$ cat src/rtl/ifj_pkg.sv
package ifj_pkg;
  typedef enum logic [1:0] {
    ST_PASS     = 2'd0,
    ST_CRC_SLOT = 2'd1,
    ST_ABORT    = 2'd2,
    ST_IDLE     = 2'd3
  } ifj_state_e;
endpackage

$ cat src/rtl/ifj_parity_chk.sv
module ifj_parity_chk #(
  parameter int NBYTES = 4,
  parameter int BYTE_W = 8
) (
  input  logic [NBYTES*BYTE_W-1:0] data_i,
  input  logic [NBYTES-1:0]        par_i,
  input  logic                     en_i,
  output logic                     err_o
);
  logic [NBYTES-1:0] byte_bad;

  for (genvar g = 0; g < NBYTES; g++) begin : g_byte
    // odd parity: byte plus its bit must carry an odd count of ones
    assign byte_bad[g] = ~(^{data_i[g*BYTE_W +: BYTE_W], par_i[g]});
  end

  assign err_o = en_i & (|byte_bad);
endmodule

$ cat src/rtl/ifj_seq.sv
module ifj_seq
  import ifj_pkg::*;
(
  input  logic       clk,
  input  logic       rst_n,
  input  logic       idle_i,
  input  logic       crc_gen_i,
  output ifj_state_e cur_o,
  output ifj_state_e nxt_o,
  output logic       host_rdy_o
);
  ifj_state_e cur_q, nxt_d;

  always_comb begin
    nxt_d = cur_q;
    unique case (cur_q)
      ST_PASS:     nxt_d = idle_i ? (crc_gen_i ? ST_CRC_SLOT : ST_ABORT) : ST_PASS;
      ST_CRC_SLOT: nxt_d = ST_ABORT;
      ST_ABORT:    nxt_d = idle_i ? ST_IDLE : ST_PASS;
      ST_IDLE:     nxt_d = idle_i ? ST_IDLE : ST_PASS;
      default:     nxt_d = ST_IDLE;
    endcase
  end

  always_ff @(posedge clk or negedge rst_n) begin
    if (!rst_n) cur_q <= ST_IDLE;
    else        cur_q <= nxt_d;
  end

  assign cur_o      = cur_q;
  assign nxt_o      = nxt_d;
  assign host_rdy_o = (cur_q != ST_CRC_SLOT);

  AST_DATA_TO_ABORT: assert property (@(posedge clk) disable iff (!rst_n)
    (cur_q == ST_PASS && idle_i && !crc_gen_i) |=> (cur_q == ST_ABORT));
  AST_DATA_TO_SLOT: assert property (@(posedge clk) disable iff (!rst_n)
    (cur_q == ST_PASS && idle_i && crc_gen_i) |=> (cur_q == ST_CRC_SLOT));
  AST_SLOT_COMPLETES: assert property (@(posedge clk) disable iff (!rst_n)
    (cur_q == ST_CRC_SLOT) |=> (cur_q == ST_ABORT));
  AST_LOW_RESUMES: assert property (@(posedge clk) disable iff (!rst_n)
    (cur_q != ST_CRC_SLOT && !idle_i) |=> (cur_q == ST_PASS));
endmodule

$ cat src/rtl/ifj_word_reg.sv
module ifj_word_reg
  import ifj_pkg::*;
#(
  parameter int                 NBYTES     = 4,
  parameter int                 BYTE_W     = 8,
  parameter logic [BYTE_W-1:0]  ABORT_CODE = 8'h95,
  parameter logic [BYTE_W-1:0]  IDLE_CODE  = 8'hBC
) (
  input  logic                     clk,
  input  logic                     rst_n,
  input  ifj_state_e               cur_i,
  input  ifj_state_e               nxt_i,
  input  logic                     host_os_i,
  input  logic [NBYTES*BYTE_W-1:0] host_data_i,
  input  logic                     perr_i,
  output logic                     os_o,
  output logic [NBYTES*BYTE_W-1:0] data_o,
  output logic                     crc_slot_o,
  output logic                     par_err_o
);
  localparam int DATA_W = NBYTES * BYTE_W;
  localparam int LOW_W  = DATA_W - BYTE_W;

  logic              os_q, os_d;
  logic [BYTE_W-1:0] top_q, top_d;
  logic [LOW_W-1:0]  low_q, low_d;
  logic              low_en;
  logic              slot_q, slot_d;
  logic              perr_q, perr_d;

  always_comb begin
    os_d   = 1'b1;
    top_d  = IDLE_CODE;
    low_d  = '0;
    slot_d = 1'b0;
    perr_d = 1'b0;
    unique case (nxt_i)
      ST_PASS: begin
        os_d   = host_os_i;
        top_d  = host_data_i[DATA_W-1 -: BYTE_W];
        low_d  = host_data_i[LOW_W-1:0];
        perr_d = perr_i;
      end
      ST_CRC_SLOT: begin
        os_d   = 1'b0;
        top_d  = '0;
        slot_d = 1'b1;
      end
      ST_ABORT: top_d = ABORT_CODE;
      default:  top_d = IDLE_CODE;
    endcase
  end

  // lower bytes only change when data is taken or when leaving data
  assign low_en = (nxt_i == ST_PASS) || (cur_i == ST_PASS);

  always_ff @(posedge clk or negedge rst_n) begin
    if (!rst_n) begin
      os_q   <= 1'b1;
      top_q  <= IDLE_CODE;
      slot_q <= 1'b0;
      perr_q <= 1'b0;
    end else begin
      os_q   <= os_d;
      top_q  <= top_d;
      slot_q <= slot_d;
      perr_q <= perr_d;
    end
  end

  always_ff @(posedge clk or negedge rst_n) begin
    if (!rst_n)      low_q <= '0;
    else if (low_en) low_q <= low_d;
  end

  assign os_o       = os_q;
  assign data_o     = {top_q, low_q};
  assign crc_slot_o = slot_q;
  assign par_err_o  = perr_q;

  AST_SLOT_THEN_ABORT: assert property (@(posedge clk) disable iff (!rst_n)
    slot_q |=> (os_q && top_q == ABORT_CODE));
  AST_OVERRIDE_LOW_ZERO: assert property (@(posedge clk) disable iff (!rst_n)
    (cur_i != ST_PASS) |-> (low_q == '0));
endmodule

$ cat src/rtl/ifj_idle_injector.sv
module ifj_idle_injector
  import ifj_pkg::*;
#(
  parameter int                NBYTES     = 4,
  parameter int                BYTE_W     = 8,
  parameter logic [BYTE_W-1:0] ABORT_CODE = 8'h95,
  parameter logic [BYTE_W-1:0] IDLE_CODE  = 8'hBC
) (
  input  logic                     clk,
  input  logic                     rst_n,
  input  logic                     idle_i,
  input  logic                     crc_gen_i,
  input  logic                     par_en_i,
  input  logic                     host_os_i,
  input  logic [NBYTES*BYTE_W-1:0] host_data_i,
  input  logic [NBYTES-1:0]        host_par_i,
  output logic                     host_rdy_o,
  output logic                     os_o,
  output logic [NBYTES*BYTE_W-1:0] data_o,
  output logic                     crc_slot_o,
  output logic                     par_err_o
);
  ifj_state_e cur_st, nxt_st;
  logic       perr_raw;

  ifj_seq u_seq (
    .clk        (clk),
    .rst_n      (rst_n),
    .idle_i     (idle_i),
    .crc_gen_i  (crc_gen_i),
    .cur_o      (cur_st),
    .nxt_o      (nxt_st),
    .host_rdy_o (host_rdy_o)
  );

  ifj_parity_chk #(.NBYTES(NBYTES), .BYTE_W(BYTE_W)) u_par (
    .data_i (host_data_i),
    .par_i  (host_par_i),
    .en_i   (par_en_i),
    .err_o  (perr_raw)
  );

  ifj_word_reg #(
    .NBYTES(NBYTES), .BYTE_W(BYTE_W),
    .ABORT_CODE(ABORT_CODE), .IDLE_CODE(IDLE_CODE)
  ) u_reg (
    .clk         (clk),
    .rst_n       (rst_n),
    .cur_i       (cur_st),
    .nxt_i       (nxt_st),
    .host_os_i   (host_os_i),
    .host_data_i (host_data_i),
    .perr_i      (perr_raw),
    .os_o        (os_o),
    .data_o      (data_o),
    .crc_slot_o  (crc_slot_o),
    .par_err_o   (par_err_o)
  );

  AST_IDLE_NO_PERR: assert property (@(posedge clk) disable iff (!rst_n)
    $past(idle_i) |-> !par_err_o);
  AST_STALL_MEANS_SLOT: assert property (@(posedge clk) disable iff (!rst_n)
    !host_rdy_o |-> crc_slot_o);
endmodule

$ cat config.mk
export PLATFORM = sky130hd
export DESIGN_NAME = ifj_idle_injector
export DESIGN_NICKNAME = d
export VERILOG_FILES = /design/src/rtl/ifj_pkg.sv /design/src/rtl/ifj_parity_chk.sv /design/src/rtl/ifj_seq.sv /design/src/rtl/ifj_word_reg.sv /design/src/rtl/ifj_idle_injector.sv
export SDC_FILE = /design/constraint.sdc
export NUM_CORES = 1
export LEC_CHECK = 0
export ABC_AREA = 1
export ABC_CLOCK_PERIOD_IN_PS = 2120
export BUFFER_PORTS_ARGS = -buffer_cell sky130_fd_sc_hd__buf_2
export CAP_MARGIN = 0
export CORE_UTILIZATION = 49
export CTS_CLUSTER_DIAMETER = 40
export DETAILED_ROUTE_END_ITERATION = 16
export GPL_ROUTABILITY_DRIVEN = 0
export GPL_TIMING_DRIVEN = 0
export HOLD_SLACK_MARGIN = 0.15
export PLACE_DENSITY = 0.86
export SYNTH_ARGS = -nofsm -noshare
export SYNTH_HDL_FRONTEND = slang
export SYNTH_SLANG_ARGS = --single-unit
$ cat constraint.sdc
create_clock -name clk -period 2.12 [get_ports clk]
set_clock_uncertainty 0.2 [all_clocks]
set_input_delay 0 -clock clk [delete_from_list [all_inputs] [get_ports clk]]
set_output_delay 0 -clock clk [all_outputs]
set_load 0.02 [all_outputs]
-- Word level (Yosys, flattened, before mapping)
Index checks and enable logic that the tools add are counted.
- equal/unequal tests: 6
- mux-type cells: 9
- bitwise logic cells: 5
- reduce and logical (&&, ||, !) cells: 9
- operators by type and width (kind ; number):
    $reduce_xor 9->1 ; 4
    $mux 24 ; 1
    $pmux 8 s3 ; 1
    $eq 2x2->1 const B ; 3
    $mux 2 ; 3
    $pmux 2 s3 ; 1
    $eq 2x1->1 const B ; 2
    $logic_not 2->1 ; 2
    $not 1->1 ; 4
    $reduce_or 4->1 ; 1
    $mux 1 ; 2
    $ne 2x1->1 const B ; 1
    $pmux 1 s2 ; 1
    $reduce_or 2->1 ; 1
    $and 1x1->1 ; 1
    $logic_or 1x1->1 ; 1
- bits in registers: 37
- input bits: 42
- output and inout bits: 36
- word-level logic and storage cells: 35

-- Logic depth before layout (Yosys ltp)
- depth in word-level cells: 5
- depth in mapped cells: 13
- depth with buffers taken out: 13

-- Modules after synthesis
A second synthesis with hierarchy kept.
- cell total of the unflattened synthesis: 276
- area total of the unflattened synthesis: 2195.9 um^2
- modules (own cells, without submodules) (module ; times used ; cells an instance ; area an instance (um^2) ; seq. area each (um^2)):
    ifj_word_reg ; 1 ; 147 ; 1555.2 ; 883.3
    ifj_parity_chk ; 1 ; 116 ; 546.8 ; 0.0
    ifj_seq ; 1 ; 13 ; 93.8 ; 52.6

-- Worst setup path before layout
No wires, ideal clock.
- kind: reg-to-reg
- start point: register u_seq.cur_q[1], in the netlist u_seq.cur_o[1]
- end point: register u_reg.low_q[1]
- library setup time: 74 ps
- data arrival time: 1274 ps
- required time: 1846 ps
- path slack: 572 ps
- cell stages (with the launch flop): 10
- buffers on the path: 1
- period minus slack after synthesis: 1548 ps
- cell sequence: dfstp_2 inv_2 nand2_4 nand2_4 inv_2 o21ai_2 nor2_4 inv_2 buf_6 o21ai_2
- word-level cells in the longest chain between the ends: 5
- elaborated cells on any way between the ends: 9
- those cells by class: eq/ne (3); mux (2); reduce/logical (4)
- RTL lines (element ; RTL line ; RTL):
    start, declared ; ifj_seq.sv:12 ; ifj_state_e cur_q, nxt_d;
    start signal, assigned ; ifj_seq.sv:27 ; else cur_q <= nxt_d;
    $eq 2x2->1 ; ifj_seq.sv:16 ; unique case (cur_q)
    $reduce_or 2->1 (no source line) ; n/a ;
    $pmux 2 s3 (*) ; ifj_seq.sv:16 ;
    named net nxt_st[1] ; ifj_idle_injector.sv:23 ; ifj_state_e cur_st, nxt_st;
    $logic_not 2->1 (*) ; ifj_word_reg.sv:37, ifj_word_reg.sv:55 ;
    $mux 24 or $logic_or 1x1->1 (tied branches) ; ifj_word_reg.sv:37, ifj_word_reg.sv:55 ;
    end signal, assigned ; ifj_word_reg.sv:73 ; else if (low_en) low_q <= low_d;
    end, declared ; ifj_word_reg.sv:26 ; logic [LOW_W-1:0] low_q, low_d;
The timed path passes the listed nets; every way through them passes the cells marked *.
A chain may end at the register's enable or synchronous reset.

-- Worst setup path in the final report
- start point: input host_data_i[8]
- end point: register u_reg.perr_q, in the netlist u_reg.par_err_o
- word-level cells in the longest chain between the ends: 5
- RTL lines (element ; RTL line ; RTL):
    start, declared ; ifj_idle_injector.sv:15 ; input logic [NBYTES*BYTE_W-1:0] host_data_i,
    $reduce_xor 9->1 ; ifj_parity_chk.sv:14 ; assign byte_bad[g] = ~(^{data_i[g*BYTE_W +: BYTE_W], par_i[g]});
    $not 1->1 ; ifj_parity_chk.sv:14 ;
    $reduce_or 4->1 ; ifj_parity_chk.sv:17 ; assign err_o = en_i & (|byte_bad);
    $and 1x1->1 ; ifj_parity_chk.sv:17 ;
    $mux 1 ; ifj_word_reg.sv:37 ; unique case (nxt_i)
    named net u_reg.perr_d ; ifj_word_reg.sv:29 ; logic perr_q, perr_d;
    end signal, assigned ; ifj_word_reg.sv:67 ; perr_q <= perr_d;
    end, declared ; ifj_word_reg.sv:29 ;
The timed path passes the listed nets, and every way through them passes these cells.

==> run metrics <==
FF-to-FF Start=u_seq.cur_o[1]$_DFF_PN1_; # rows=23; Yosys warning count=0; Post-synth top cells=nand2_1, inv_1, dfrtp_1; residual DRC count=0; total track usage=roughly 26%; CTS buffer count=5; peak supply drop=roughly 370 uV; number of hold violations in the final report=0; Area contributors post-synth=dfrtp_1, nand2_1, dfstp_2; n_diodes=0; Clk Latency, worst-skew pair=around 0.30 ns; critical path class=input port to register; Pleak=around 1.8 nW; Max Slew Vio Count=0; Worst Tran Pin Value=0.8126 ns; Clk network pwr share=21.1%; H-tree depth=2; R2R Path End=u_reg.top_q[2]$_DFF_PN1_; P&R area growth vs syn=47.14%; Tmin final=between 2 and 2.5 ns; crit path launch type=input port; Yosys top cell by area=dfrtp_1; register area share after synthesis=between 40% and 50%; top-area cell type share of the netlist area=about 35%; r2r setup slk=~0.09 ns; CTS root buf=clkbuf_8; pwr dens=just over 700 nW/um^2; Primary FF master, synth=dfrtp_1; top-count cell post-synth=nand2_1; FFs w/ async S/R, synth=100.0%; Syn Inst Count=~290; largest net degree at the start of global routing=38; WP buf/inv=4; Layout Utilization=between 70% and 80%; crit-path max cell delay=0.55 ns; FF+latch count, synth=37; port bufs=77; Die Width=roughly 67 um; Max Clock Freq=475.6 MHz; Int Pwr=roughly 1.4 mW; fin nets=456; CP Capture Type=register; RSZ-0062 raised after global routing=true; crit-path leading delay family=buffers and inverters; post-synth cell types=22; share of layout cells above drive strength 1=32.05%; Synth Cell Area=around 2100 um^2; DP HPWL=between 3 and 4 mm; Worst-path clk slew=about 0.070 ns; Post-Route WL=about 5.5 mm; gr ovfl total=0; post-detailed-route wirelength per cell=11.88 um; Die H=a little under 70 um; Comb pwr share=about two fifths; status=complete, no violations; Hold WS=0.1427 ns; Total Die Area=around 4600 um^2; routed vias=2221; Reg power frac=40.7%; Syn Area/Cell=7.350 um^2; WP data arrival=approximately 2.1 ns; final period utilization=between 90 and 100%; Sum Neg Setup Slack=0 ns; Final Total Pwr=about 2.3 mW; Core ar.=around 4000 um^2; Critical Path Slowest Stage Cell=dlygate4sd3_1; Syn Nets=around 330; cell depth of the worst flop-to-flop path=8; crit-path max FO=2; CTS tree=built; switch share=37.18%; vias in the first global route=2141; max-cap viol count=0; endpoints failing setup=0; Pre-Repair DR Iteration Count=4; post-route ant nets=0; crit-path cells=dlygate4sd3_1, buf_2, inv_1, nand2_1, nand2_1, or2_2, nand2_2, nand3_1, nand2_1, nand2_1, nor2_1, nor2_1, dlygate4sd3_1; first-pass GRT wire length=approximately 8.6 mm; initial antenna violation count=0; clk sink count=37; Starting Density=51.80%; Worst slew margin=between 40% and 50%; CP dominant cell by count=nand2_1; Max clock buf depth=2; Psw=0.8368 mW; first-iteration detailed-routing DRC count=approximately 120; # IOs=between 70 and 80; Via density=about 4.8; CP required=roughly 2.1 ns; Post-synth EDFFs=0; Hold Crit Class=input port to asynchronous set/reset pin
power by group through the flow:
stage | Combinational (mW) | Clock [mW] | Sequential, mW
5_1_grt | 0.951 | 0.516 | 0.931
6_report | 0.860 | 0.474 | 0.916
3_3_place_gp | 0.754 | 0 | 0.917
3_5_place_dp | 0.771 | 0 | 0.921
4_1_cts | 0.842 | 0.486 | 0.910
2_1_floorplan | 0.348 | 0 | 1.08
worst max-delay path by stage:
stage	startpoint	endpoint	slack, ns	cells after the start
detailed placement	u_seq.cur_o[1]$_DFF_PN1_	u_reg.low_q[21]$_DFFE_PN0P_	0.42	8
floorplan	u_seq.cur_o[1]$_DFF_PN1_	u_reg.low_q[1]$_DFFE_PN0P_	0.57	9
global route	host_data_i[3]	u_reg.par_err_o$_DFF_PN0_	-0.07	14
global placement	u_seq.cur_o[1]$_DFF_PN1_	u_reg.low_q[22]$_DFFE_PN0P_	0.45	8
finish	host_data_i[8]	u_reg.par_err_o$_DFF_PN0_	0.02	13
CTS	idle_i	u_reg.os_o$_DFF_PN1_	0.03	7
worst reg2reg max path: cells and delay by family (launching register included):
family                 cells  cell delay [ns]
flip-flops                 1             0.54
AND/OR/NAND/NOR            2             0.21
buffers and inverters      4             0.82
AO/OA/AOI/OAI              2             0.19
repair_timing:
action                                 CTS  global route
endpoints found under the hold margin   74             0
resized for setup                        0             9
buffers inserted                         0             2
setup endpoints to repair                0             3
hold buffers                            42             0
logic make-up after synthesis:
kind of cell,after synthesis,synth area share (%)
simple gates,156,30.24
xor+xnor,5,2.083
compound gates,31,12.20
buf+inv,57,10.95
flops,37,44.52
routing by layer:
metal,GRT usage (%),up-vias,routed length (um)
met4,14.63,0,136
met3,5.743,16,306
met1,26.49,1014,2108
li1,-,1123,-
met2,48.02,68,2975
met5,0,-,0
final cells by class:
class	instances	area [um^2]
inverters	53	202.7
flip-flops and latches	37	935.9
fillers	284	964.7
multi-input cells	192	958.4
well taps	50	62.56
plain buffers	4	31.28
repair buffers	121	820.8
clock inverters	1	5.005
clock buffers	7	76.32
flip-flops by register name, indices dropped and copies added (netlist names):
| register | flops |
|---|---|
| u_reg.crc_slot_o | 1 |
| u_reg.low_q | 24 |
| u_reg.os_o | 1 |
| u_reg.par_err_o | 1 |
| u_reg.top_q | 8 |
| u_seq.cur_o | 2 |
per-stage QoR:
stage          cells  instance area, um^2  worst slack (ns)
6_report         465                 3093           0.01758
3_5_place_dp     413                 2550            0.4190
4_1_cts          463                 3052           0.02942
3_3_place_gp     413                 2550            0.4477
2_1_floorplan    286                 2102            0.5721
5_1_grt          465                 3093          -0.06809
cells in the final DEF (no fill, tap or decap), types with 3 or more instances in the layout:
| cell | n |
|---|---|
| nor2_1 | 14 |
| o21ai_0 | 5 |
| nand2_1 | 118 |
| xnor2_1 | 4 |
| inv_1 | 48 |
| buf_2 | 78 |
| dlygate4sd3_1 | 42 |
| o21ai_2 | 19 |
| a32o_1 | 6 |
| nand3_1 | 10 |
| inv_2 | 4 |
| dfrtp_1 | 29 |
| nor2_2 | 4 |
| dfstp_2 | 8 |
| clkbuf_8 | 5 |
| clkbuf_1 | 3 |
| nand2_2 | 3 |
No activity file was read; power rests on OpenSTA's default activity.
